[src/rtl/dsc_pkg.sv]
package dsc_pkg;
  localparam int DSC_DEF_BLOCKS = 32;
  localparam int DSC_DEF_CORE   = 0;
  localparam int DSC_DEF_TIMER  = 1;
endpackage

[src/rtl/dsc_mask_reg.sv]
module dsc_mask_reg #(
  parameter int W = 32
) (
  input  logic         clk,
  input  logic         rst,
  input  logic         a_we,
  input  logic [W-1:0] a_wd,
  input  logic         a_re,
  input  logic         b_we,
  input  logic [W-1:0] b_wd,
  input  logic         b_re,
  output logic [W-1:0] mask,
  output logic [W-1:0] a_rd,
  output logic [W-1:0] b_rd
);
  logic [W-1:0] a_set, b_set;
  assign a_set = a_we ? a_wd : '0;
  assign b_set = b_we ? b_wd : '0;

  always_ff @(posedge clk) begin
    if (rst) begin
      mask <= '0;
      a_rd <= '0;
      b_rd <= '0;
    end else begin
      mask <= mask | a_set | b_set;
      if (a_re) a_rd <= mask;
      if (b_re) b_rd <= mask;
    end
  end

  // bits only rise between resets
  a_r5_sticky: assert property (@(posedge clk) disable iff (rst)
    !rst |=> (($past(mask) & ~mask) == '0));
  // port A data appears in the register
  a_r2_set: assert property (@(posedge clk) disable iff (rst)
    a_we |=> ((mask & $past(a_wd)) == $past(a_wd)));
  // port B data appears in the register
  a_r3_set: assert property (@(posedge clk) disable iff (rst)
    b_we |=> ((mask & $past(b_wd)) == $past(b_wd)));
endmodule

[src/rtl/dsc_access_chk.sv]
module dsc_access_chk #(
  parameter int N     = 32,
  parameter int IDX_W = $clog2(N)
) (
  input  logic             clk,
  input  logic             rst,
  input  logic [N-1:0]     mask,
  input  logic             acc_valid,
  input  logic [IDX_W-1:0] acc_target,
  input  logic             err_clr,
  output logic             err_pulse,
  output logic             err_flag,
  output logic [IDX_W-1:0] err_idx
);
  logic in_range, hit;
  assign in_range = (int'(acc_target) < N);
  assign hit      = acc_valid && in_range && mask[acc_target];

  always_ff @(posedge clk) begin
    if (rst) begin
      err_pulse <= 1'b0;
      err_flag  <= 1'b0;
      err_idx   <= '0;
    end else begin
      err_pulse <= hit;
      if (hit && (!err_flag || err_clr)) begin
        err_flag <= 1'b1;
        err_idx  <= acc_target;
      end else if (err_clr) begin
        err_flag <= 1'b0;
      end
    end
  end

  // no access, no pulse in the following cycle
  a_r8_quiet: assert property (@(posedge clk) disable iff (rst)
    !acc_valid |=> !err_pulse);
  // a pulse leaves the status flag set
  a_r9_flag: assert property (@(posedge clk) disable iff (rst)
    err_pulse |-> err_flag);
  // latched index holds while not cleared
  a_r9_hold: assert property (@(posedge clk) disable iff (rst)
    (err_flag && !err_clr) |=> (err_flag && $stable(err_idx)));
endmodule

[src/rtl/dev_shutoff_ctrl.sv]
module dev_shutoff_ctrl #(
  parameter int NUM_BLOCKS = dsc_pkg::DSC_DEF_BLOCKS,
  parameter int CORE_BIT   = dsc_pkg::DSC_DEF_CORE,
  parameter int TIMER_BIT  = dsc_pkg::DSC_DEF_TIMER,
  localparam int IDX_W     = $clog2(NUM_BLOCKS)
) (
  input  logic                  clk,
  input  logic                  rst,
  input  logic                  a_wr_en,
  input  logic [NUM_BLOCKS-1:0] a_wr_data,
  input  logic                  a_rd_en,
  output logic [NUM_BLOCKS-1:0] a_rd_data,
  input  logic                  b_wr_en,
  input  logic [NUM_BLOCKS-1:0] b_wr_data,
  input  logic                  b_rd_en,
  output logic [NUM_BLOCKS-1:0] b_rd_data,
  output logic [NUM_BLOCKS-1:0] clk_en,
  output logic                  timer_stop,
  output logic                  core_stop,
  input  logic                  acc_valid,
  input  logic [IDX_W-1:0]      acc_target,
  input  logic                  err_clr,
  output logic                  err_pulse,
  output logic                  err_flag,
  output logic [IDX_W-1:0]      err_idx
);
  logic [NUM_BLOCKS-1:0] mask;

  dsc_mask_reg #(.W(NUM_BLOCKS)) u_reg (
    .clk(clk), .rst(rst),
    .a_we(a_wr_en), .a_wd(a_wr_data), .a_re(a_rd_en),
    .b_we(b_wr_en), .b_wd(b_wr_data), .b_re(b_rd_en),
    .mask(mask), .a_rd(a_rd_data), .b_rd(b_rd_data)
  );

  dsc_access_chk #(.N(NUM_BLOCKS), .IDX_W(IDX_W)) u_chk (
    .clk(clk), .rst(rst), .mask(mask),
    .acc_valid(acc_valid), .acc_target(acc_target), .err_clr(err_clr),
    .err_pulse(err_pulse), .err_flag(err_flag), .err_idx(err_idx)
  );

  assign clk_en     = ~mask;
  assign timer_stop = mask[TIMER_BIT];
  assign core_stop  = mask[CORE_BIT];

  // reset re-enables every block
  a_r1_reset: assert property (@(posedge clk)
    rst |=> (clk_en == '1 && !err_flag));
  // access to a gated block gives an error pulse next cycle
  a_r8_pulse: assert property (@(posedge clk) disable iff (rst)
    (acc_valid && !clk_en[acc_target]) |=> err_pulse);
endmodule

[config.mk]
export PLATFORM = sky130hd
export DESIGN_NAME = dev_shutoff_ctrl
export DESIGN_NICKNAME = d
export VERILOG_FILES = /design/src/rtl/dsc_pkg.sv /design/src/rtl/dsc_mask_reg.sv /design/src/rtl/dsc_access_chk.sv /design/src/rtl/dev_shutoff_ctrl.sv
export SDC_FILE = /design/constraint.sdc
export NUM_CORES = 1
export LEC_CHECK = 0
export CAP_MARGIN = 20
export CELL_PAD_IN_SITES_DETAIL_PLACEMENT = 0
export CELL_PAD_IN_SITES_GLOBAL_PLACEMENT = 2
export CORE_UTILIZATION = 36
export DETAILED_ROUTE_END_ITERATION = 10
export DONT_BUFFER_PORTS = 1
export GPL_ROUTABILITY_DRIVEN = 0
export HOLD_SLACK_MARGIN = 0.03
export PLACE_DENSITY_LB_ADDON = 0.1
export SYNTH_ARGS = -nofsm -noshare
export SYNTH_HDL_FRONTEND = slang
export SYNTH_SLANG_ARGS = --single-unit
[constraint.sdc]
create_clock -name clk -period 2.4 [get_ports clk]
set_input_delay 0.12 -clock clk [delete_from_list [all_inputs] [get_ports clk]]
set_output_delay 0.12 -clock clk [all_outputs]
set_load 0.02 [all_outputs]
== Word level (Yosys, flattened, before mapping) ==
Index checks and enable logic that the tools add are counted.
Word-level totals
  bits in registers: 103
  input bits: 77
  logic and storage cells: 21
Cells by class
  magnitude comparators: 1
  mux-type cells: 6
  bitwise operators: 3
  reductions and logical operators: 5
Operators with widths (count)
  32-bit two-way mux: 2
  32-bit bitwise OR: 2
  32-bit inverter: 1
  5-bit by 6-bit less-than comparator with 1-bit output (second input constant): 1
  1-bit binary-select mux with 5-bit select: 1
  1-bit two-way mux: 3
  1-bit logical AND: 2
  2-bit nonzero test: 1
  1-bit zero test: 1
  1-bit logical OR: 1

== Longest topological paths before layout ==
Gate-level depths: netlist (run 1).
  depth after elaboration: 5
  depth in mapped cells: 8
  gate-level depth less buffers: 5

== Hierarchy ==
A second synthesis (run 1) with hierarchy kept.
Second synthesis, totals
  cells, all modules: 404
  area, all modules: 4400.5 µm²
By module, submodules not included
  dsc_mask_reg: instances 1, cells each 313, area an instance 3646.0 µm², sequential area each 1921.8 µm²
  dsc_access_chk: instances 1, cells each 59, area an instance 634.4 µm², sequential area each 140.1 µm²
  dev_shutoff_ctrl: instances 1, cells each 32, area an instance 120.1 µm², sequential area each 0.0 µm²

== Least setup slack after synthesis (run 1) ==
No wires, ideal clock.
  path kind: register to register
  start point: register u_reg.mask[9]
  end point: register u_chk.err_idx[0]
  library setup time: 0.118 ns
  arrival time: 1.774 ns
  slack: 0.508 ns
  cell stages (with the launch flop): 7
  period minus slack after synthesis: 1.892 ns
  cells stage by stage: dfxtp_1 > mux4_1 > mux2_2 > a221oi_2 > and4b_1 > buf_6 > mux2i_1
On the way
  word-level cells in the longest chain between the ends: 4
RTL lines
  start: declaration: line dsc_mask_reg.sv:12  | output logic [W-1:0] mask,
  start signal: assignment: line dsc_mask_reg.sv:26  | mask <= mask | a_set | b_set;
  1-bit binary-select mux with 5-bit select: line dsc_access_chk.sv:17  | assign hit = acc_valid && in_range && mask[acc_target];
  1-bit two-way mux (not written as such): line dsc_access_chk.sv:17
  1-bit logical AND: line dsc_access_chk.sv:17
  1-bit logical AND: line dsc_access_chk.sv:26  | if (hit && (!err_flag || err_clr)) begin
  end signal: assignment: line dsc_access_chk.sv:28  | err_idx <= acc_target;
  end: declaration: line dsc_access_chk.sv:13  | output logic [IDX_W-1:0] err_idx
No other way between the ends. The select of a mux whose other input is x is not followed.
A chain may end at the register's enable or synchronous reset.

== Worst setup path in the final report (run 1) ==
  start point: register u_reg.mask[16]
  end point: register u_chk.err_flag
On the way
  word-level cells in the longest chain between the ends: 5
  elaborated cells on any way between the ends: 6
  those cells by class: mux: 3; reduce/logical: 3
RTL lines
  1-bit binary-select mux with 5-bit select *: line dsc_access_chk.sv:17
  1-bit two-way mux (not written as such) *: line dsc_access_chk.sv:17
  1-bit logical AND *: line dsc_access_chk.sv:17
  1-bit logical AND *: line dsc_access_chk.sv:26
  1-bit two-way mux or 2-bit nonzero test (tied branches)
  end signal: assignment: line dsc_access_chk.sv:22  | err_flag <= 1'b0;
  end signal: assignment: line dsc_access_chk.sv:27  | err_flag <= 1'b1;
  end signal: assignment: line dsc_access_chk.sv:30  | err_flag <= 1'b0;
  end: declaration: line dsc_access_chk.sv:12  | output logic err_flag,
Every way passes the cells marked *; elsewhere a longest branch is shown, timed or not. The select of a mux whose other input is x is not followed.

==> results of run 1 <==
==> flip-flops by register name, summed over array words and instances, names as in the netlist <==
| register | cells |
|---|---|
| u_chk.err_flag | 1 |
| u_chk.err_idx | 5 |
| u_chk.err_pulse | 1 |
| u_reg.a_rd | 32 |
| u_reg.b_rd | 32 |
| u_reg.mask | 32 |
==> cells by family after synthesis <==
logic type,Yosys count
flip-flops,103
multiplexers,85
AND/OR/NAND/NOR,112
buffers and inverters,65
AO/OA/AOI/OAI,37
==> cells in the final DEF, fill, tap and decap left out <==
cell type      Yosys  layout
a21oi_1            1       1
a221oi_1          32      32
a221oi_2           1       1
a31oi_1            2       2
and4b_1            1       1
buf_12             0       1
buf_16             0       3
buf_4              1       2
bufinv_16          0       2
clkbuf_8           0       9
clkinv_2           0       4
clkinvlp_4         0       1
dfxtp_1          103     103
dlygate4sd3_1      0      71
inv_1             35      35
mux2_2             2       2
mux2i_1           78      78
mux4_1             4       4
mux4_2             1       1
nand2_1            1       1
nand2b_1          10      10
nand3_1            1       1
nand3b_1           1       1
nor2_1            97      97
o22a_2             1       1
or2b_1             1       1
==> cell type report <==
type	instances	area, um2
clock buffer	9	124
multi-input combinational	234	1710
clock inverter	7	87.6
timing repair buffer	77	828
sequential	103	2060
tap	140	175
fill	1057	5770
inverter	35	131
==> cells in the mapped netlist, drive strengths merged <==
cell	n	share of area (%)
a21oi	1	0.12
a221oi	33	7.3
a31oi	2	0.31
and4b	1	0.25
buf	12	1.6
clkbuf	18	1.7
dfxtp	103	51
inv	35	3.3
mux2	2	0.56
mux2i	78	19
mux4	5	3.2
nand2	1	0.093
nand2b	10	1.5
nand3	1	0.12
nand3b	1	0.19
nor2	97	9.0
o22a	1	0.25
or2b	1	0.19
==> worst reg2reg max path: cells and delay by family, from the launching register on <==
| family | cells | cell delay [ps] |
|---|---|---|
| buffers and inverters | 1 | 570 |
| muxes | 2 | 670 |
| AOI/OAI and AO/OA | 2 | 360 |
| and+or+nand+nor | 1 | 100 |
| DFF | 1 | 420 |
==> worst max-delay path by stage <==
stage	endpoint	slack, ps	cells after the start
6_report	u_chk.err_flag	220	6
2_1_floorplan	u_chk.err_idx[0]	510	6
3_3_place_gp	u_chk.err_idx[1]	290	5
5_1_grt	u_chk.err_flag	120	6
3_5_place_dp	u_chk.err_idx[3]	270	5
4_1_cts	u_chk.err_flag	220	6
==> layer usage <==
| layer | part of all wire, % | vias up |
|---|---|---|
| met2 | 46 | 111 |
| met1 | 45 | 1432 |
| li1 | - | 1484 |
| met5 | 0 | - |
| met3 | 7.3 | 9 |
| met4 | 1.1 | 0 |
==> where the power goes <==
group	total, mW	switching (mW)	internal [mW]
Clock	1.17	0.590	0.581
Sequential	2.01	0.191	1.82
Combinational	0.531	0.251	0.279
Total	3.71	1.03	2.68
==> per-stage QoR <==
stage               instances  utilization [%]  total power [mW]
floorplan                 402                -              2.36
global placement          514             37.6              2.37
detailed placement        514             37.6              2.37
CTS                       605             47.0              3.77
global route              605             47.0              3.90
finish                    605             47.0              3.71
==> metrics.md, run 1 <==
| Metric | Value |
|---|---|
| Status | `completed` |
| RSZ-0062 raised after global routing | `false` |
| Setup crit start | `u_reg.mask[16]` |
| Family with the most delay on the worst path | `multiplexers` |
| CP endpoint kind | `register` |
| DP Area | `4100 um2` |
| FF-to-FF path depth | `6` |
| Initial Util | `37.1%` |
| Worst Hold Path EP | `u_chk.err_pulse` |
| Worst Min Path Start | `acc_target[4]` |
| Routed Antenna Nets | `0` |
| Core area | `10900 um2` |
| Total of max-cap violations | `0` |
| Met2 Use GR | `31.6%` |
| Ys Warns | `0` |
| RR Startpoint | `u_reg.mask[16]` |
| DP Worst Slack | `266 ps` |
| Netlist cell types | `23` |
| Fin. max-slew vios | `0` |
| Sequence of cells on the critical path | `mux2i_1 -> mux4_1 -> a31oi_1 -> dlygate4sd3_1 -> nand3b_1 -> a21oi_1` |
| Die width | `108 um` |
| Drt wl/cell | `18.9 um` |
| # DRC | `0` |
| Synth-to-Final Area Change | `26.8%` |
| Ratio of final minimum period to clock period | `91.0%` |
| Critical Path RT | `2690 ps` |
| FF-to-FF End | `u_chk.err_flag` |
| Worst path slowest cell | `dlygate4sd3_1` |
| Post-synthesis compound-gate area fraction | `7.99%` |
| Cell Area, Synth | `4040 um2` |
| Max Clk Rate | `458 MHz` |
| TNS Setup | `0 ps` |
| TritonRoute pass-1 iters | `4` |
| ANT cells | `0` |
| Post-synthesis mux area share | `23.0%` |
| CTS tree | `yes` |
| Iteration-0 DRC Markers | `141` |
| Via/cell ratio | `5.02` |
| Post-CTS Setup Inserts | `0` |
| Synth Area in Simple Gates | `11.4%` |
| Min setup slack post-route | `215 ps` |
| Leak | `2.22 nW` |
| FF+latch count, synth | `103` |
| GR peak layer | `met2` |
| Clock root buffer master | `clkbuf_8` |
| # clock sinks | `103` |
| Arrival @ worst endpoint | `2480 ps` |
| Layout cells sized above 1 | `5.81%` |
| Hpwl dp | `6.72 mm` |
| Die Footprint | `11700 um2` |
| Via Count | `3036` |
| Syn nets | `479` |
| Kind of critical path | `reg -> reg` |
| Vias in the first global route | `2998` |
| Clk slew on worst S/H paths | `100 ps` |
| Worst vdd ir | `288 uV` |
| Synth Area in XOR/XNOR | `0%` |
| Syn Area/Cell | `10.1 um2` |
| Post-CTS Hold Buffers | `75` |
| Design area | `5120 um2` |
| I/O pin count | `182` |
| Setup violations, final | `0` |
| GRT overflow | `0` |
| Hold Crit Class | `in -> reg` |
| Sequential share of the synthesized area | `51.0%` |
| Final nets | `537` |
| Clk_lat worst skew | `360 ps` |
| Largest family of logic cells by synthesized area | `multiplexers` |
| Rows | `38` |
| CP max FO | `5` |
| Port Buffers | `0` |
| H-tree levels | `3` |
| Largest stage delay on the critical path | `570 ps` |
| Routing usage on met3 | `5.30%` |
| Adder-Cell Fraction of Synth Area | `0%` |
| R2R Setup Slk | `220 ps` |
| M1 GR Usage | `25.1%` |
| Total Wirelength | `11.4 mm` |
| Final Hold Fails | `0` |
| Fin crit period | `2180 ps` |
| Global-route wire length before repair | `17.0 mm` |
| Worst clock skew | `10.5 ps` |
| Synth Instances | `402` |
| Rel. slew slack | `69.3%` |
| Max clock buf depth | `2` |
| Worst Tran Pin Value | `460 ps` |
| Antenna violations before repair | `0` |
| WHS Path Cells | `3` |
| CTS Buf Count | `9` |
| Pwr/cell area | `725 nW/um2` |
| Largest net degree at the start of global routing | `109` |
| Height of the die | `108 um` |
| Global Route Usage Sum | `19.6%` |
| CP bufs+invs | `1` |
| Critical Path Start Type | `register` |
| Worst Hold Slack | `91.3 ps` |
| # resized after CTS | `0` |
Power figures use the tool's default switching activity.
==> run 2: changes to the inputs <==
--- a/config.mk
+++ b/config.mk
@@ -5,9 +5,10 @@
 export SDC_FILE = /design/constraint.sdc
 export NUM_CORES = 1
 export LEC_CHECK = 0
-export CAP_MARGIN = 20
+export CAP_MARGIN = 25
 export CELL_PAD_IN_SITES_DETAIL_PLACEMENT = 0
 export CELL_PAD_IN_SITES_GLOBAL_PLACEMENT = 2
+export CORE_ASPECT_RATIO = 1.2
 export CORE_UTILIZATION = 36
 export DETAILED_ROUTE_END_ITERATION = 10
 export DONT_BUFFER_PORTS = 1
==> constraint.sdc (replaced) <==
create_clock -name clk -period 2.4 [get_ports clk]
set_input_delay 0.24 -clock clk [delete_from_list [all_inputs] [get_ports clk]]
set_output_delay 0.24 -clock clk [all_outputs]
set_load 0.02 [all_outputs]
==> run 2 against run 1 <==
- fmax grew 2.0%
- flip-flop and latch count is the same
- largest cell class unchanged
- highest routed layer unchanged
- sequential power is essentially flat
- total power grew 3.3%
==> metrics.md, run 2 (synthesis gave the netlist of run 1 again) <==
| Metric | Value |
|---|---|
| Status | `completed` |
| Layout cells sized above 1 | `5.40%` |
| Global-route wire length before repair | `16.2 mm` |
| Rows | `42` |
| # DRC | `0` |
| Fin. max-slew vios | `0` |
| Pwr/cell area | `872 nW/um2` |
| Largest stage delay on the critical path | `570 ps` |
| Worst Tran Pin Value | `401 ps` |
| TritonRoute pass-1 iters | `6` |
| Max clock buf depth | `2` |
| Sequence of cells on the critical path | `mux4_1 -> mux2_2 -> a221oi_2 -> and4b_1 -> mux2i_1` |
| CTS Buf Count | `9` |
| Sequential share of power | `52.6%` |
| CP endpoint kind | `register` |
| Synth-to-Final Area Change | `8.89%` |
| Iteration-0 DRC Markers | `114` |
| Die Footprint | `11700 um2` |
| Kind of critical path | `reg -> reg` |
| # fillers | `1093` |
| Arrival @ worst endpoint | `2350 ps` |
| ANT cells | `0` |
| Die width | `98.7 um` |
| I/O pin count | `182` |
| FF-to-FF End | `u_chk.err_idx[0]` |
| Port Buffers | `0` |
| Sw Pwr | `1.02 mW` |
| Largest regs | `u_reg.a_rd: 32 flops, u_reg.b_rd: 32 flops, u_reg.mask: 32 flops` |
| Post-CTS Setup Inserts | `0` |
| # clock sinks | `103` |
| RR Startpoint | `u_reg.mask[13]` |
| Vias in the first global route | `2858` |
| Setup violations, final | `0` |
| Initial Util | `36.8%` |
| CP max FO | `5` |
| Hold Crit Class | `in -> reg` |
| Largest net degree at the start of global routing | `99` |
| Critical Path RT | `2610 ps` |
| Via Count | `2829` |
| TNS Setup | `0 ps` |
| Clk slew on worst S/H paths | `70 ps` |
| Via/cell ratio | `5.43` |
| P_int | `2.82 mW` |
| Max Clk Rate | `467 MHz` |
| Worst clock skew | `14.1 ps` |
| H-tree levels | `3` |
| Setup crit end | `u_chk.err_idx[0]` |
| CTS tree | `yes` |
| Power Total | `3.84 mW` |
| Clock network fraction of design power | `38.6%` |
| Worst path slowest cell | `mux4_1` |
| RSZ-0062 raised after global routing | `false` |
| Drt wl/cell | `20.2 um` |
| Most frequent cells in the layout | `103 x dfxtp_1, 97 x nor2_1, 78 x mux2i_1` |
| Clk_lat worst skew | `350 ps` |
| Total Wirelength | `10.5 mm` |
| Core area | `11000 um2` |
| Hpwl dp | `6.72 mm` |
| Antenna violations before repair | `0` |
| Clock root buffer master | `clkbuf_16` |
| Height of the die | `118 um` |
| Global Route Usage Sum | `18.3%` |
| Worst vdd ir | `424 uV` |
| Switching portion of total power | `26.6%` |
| Ratio of final minimum period to clock period | `89.2%` |
| Critical Path Start Type | `register` |
| Rel. slew slack | `73.3%` |
| R2R Setup Slk | `260 ps` |
| Final nets | `461` |
| Final Hold Fails | `0` |
| Total of max-cap violations | `0` |
| Routed Antenna Nets | `0` |
| Fin crit period | `2140 ps` |
| GRT overflow | `0` |
| Comb pwr share | `8.8%` |
| Leak | `1.90 nW` |
| FF-to-FF path depth | `5` |
| Setup crit start | `u_reg.mask[13]` |
| Commonest non-fill, non-tap cell in the layout | `dfxtp_1` |
## run 2: cell count changes in the layout (fill, tap and decap cells not counted), sizes merged
cell,delta
bufinv,-1
clkinv,-2
buf,-5
dlygate4sd3,-71
clkbuf,+2
inv,+1
## run 2: worst max-delay path, delay by kind of cell (launching register included)
family	cells	cell delay, ps
multiplexers	3	1030
flip-flops	1	350
AND/OR/NAND/NOR	1	330
AO/OA/AOI/OAI	1	300
## run 2: final cells by class
type	count	area, um2	share of cell area (%)
timing repair buffer	1	27.5	0.626
inverter	35	131	2.99
clock buffer	11	243	5.52
sequential	103	2060	46.9
tap	132	165	3.75
multi-input combinational	234	1710	39.0
clock inverter	5	56.3	1.28
## run 2: per-stage QoR
step | area, um2 | hold WS, ps | util (%) | instances | setup slack (ps)
3_3_place_gp | 4070 | 320 | 37.1 | 504 | 313
2_1_floorplan | 4040 | 394 | - | 402 | 439
6_report | 4400 | 48.8 | 40.1 | 521 | 259
4_1_cts | 4400 | 41.2 | 40.1 | 521 | 257
5_1_grt | 4400 | 46.4 | 40.1 | 521 | 208
3_5_place_dp | 4070 | 322 | 37.1 | 504 | 278
## run 2: metal layers
metal	vias to the layer above	GRT usage, %	routed length (um)
met2	121	31.1	5140
met3	10	6.00	808
li1	1340	-	-
met5	-	0	0
met4	0	5.88	117
met1	1358	21.6	4470
## run 2: power by group through the flow
stage               clock network, mW  registers, mW  logic, mW
floorplan                           0           2.02      0.347
global placement                    0           2.06      0.307
detailed placement                  0           2.06      0.309
CTS                              1.52           2.02      0.341
global route                     1.59           2.03      0.375
finish                           1.48           2.02      0.336
## run 2: how the worst min path moves through the flow
stage | startpoint | to | slack, ps | depth (start not counted)
floorplan | b_wr_data[13] | u_reg.mask[13] | 390 | 2
global placement | rst | u_reg.a_rd[31] | 320 | 1
detailed placement | rst | u_chk.err_flag | 320 | 1
CTS | b_wr_data[10] | u_reg.mask[10] | 40 | 2
global route | b_wr_data[13] | u_reg.mask[13] | 50 | 2
finish | b_wr_data[10] | u_reg.mask[10] | 50 | 2
## run 2: timing repair
| item | 4_1_cts | 5_1_grt |
|---|---|---|
| hold buffers | 1 | 0 |
| hold endpoints to repair | 98 | 0 |
| gates resized for setup | 0 | 0 |
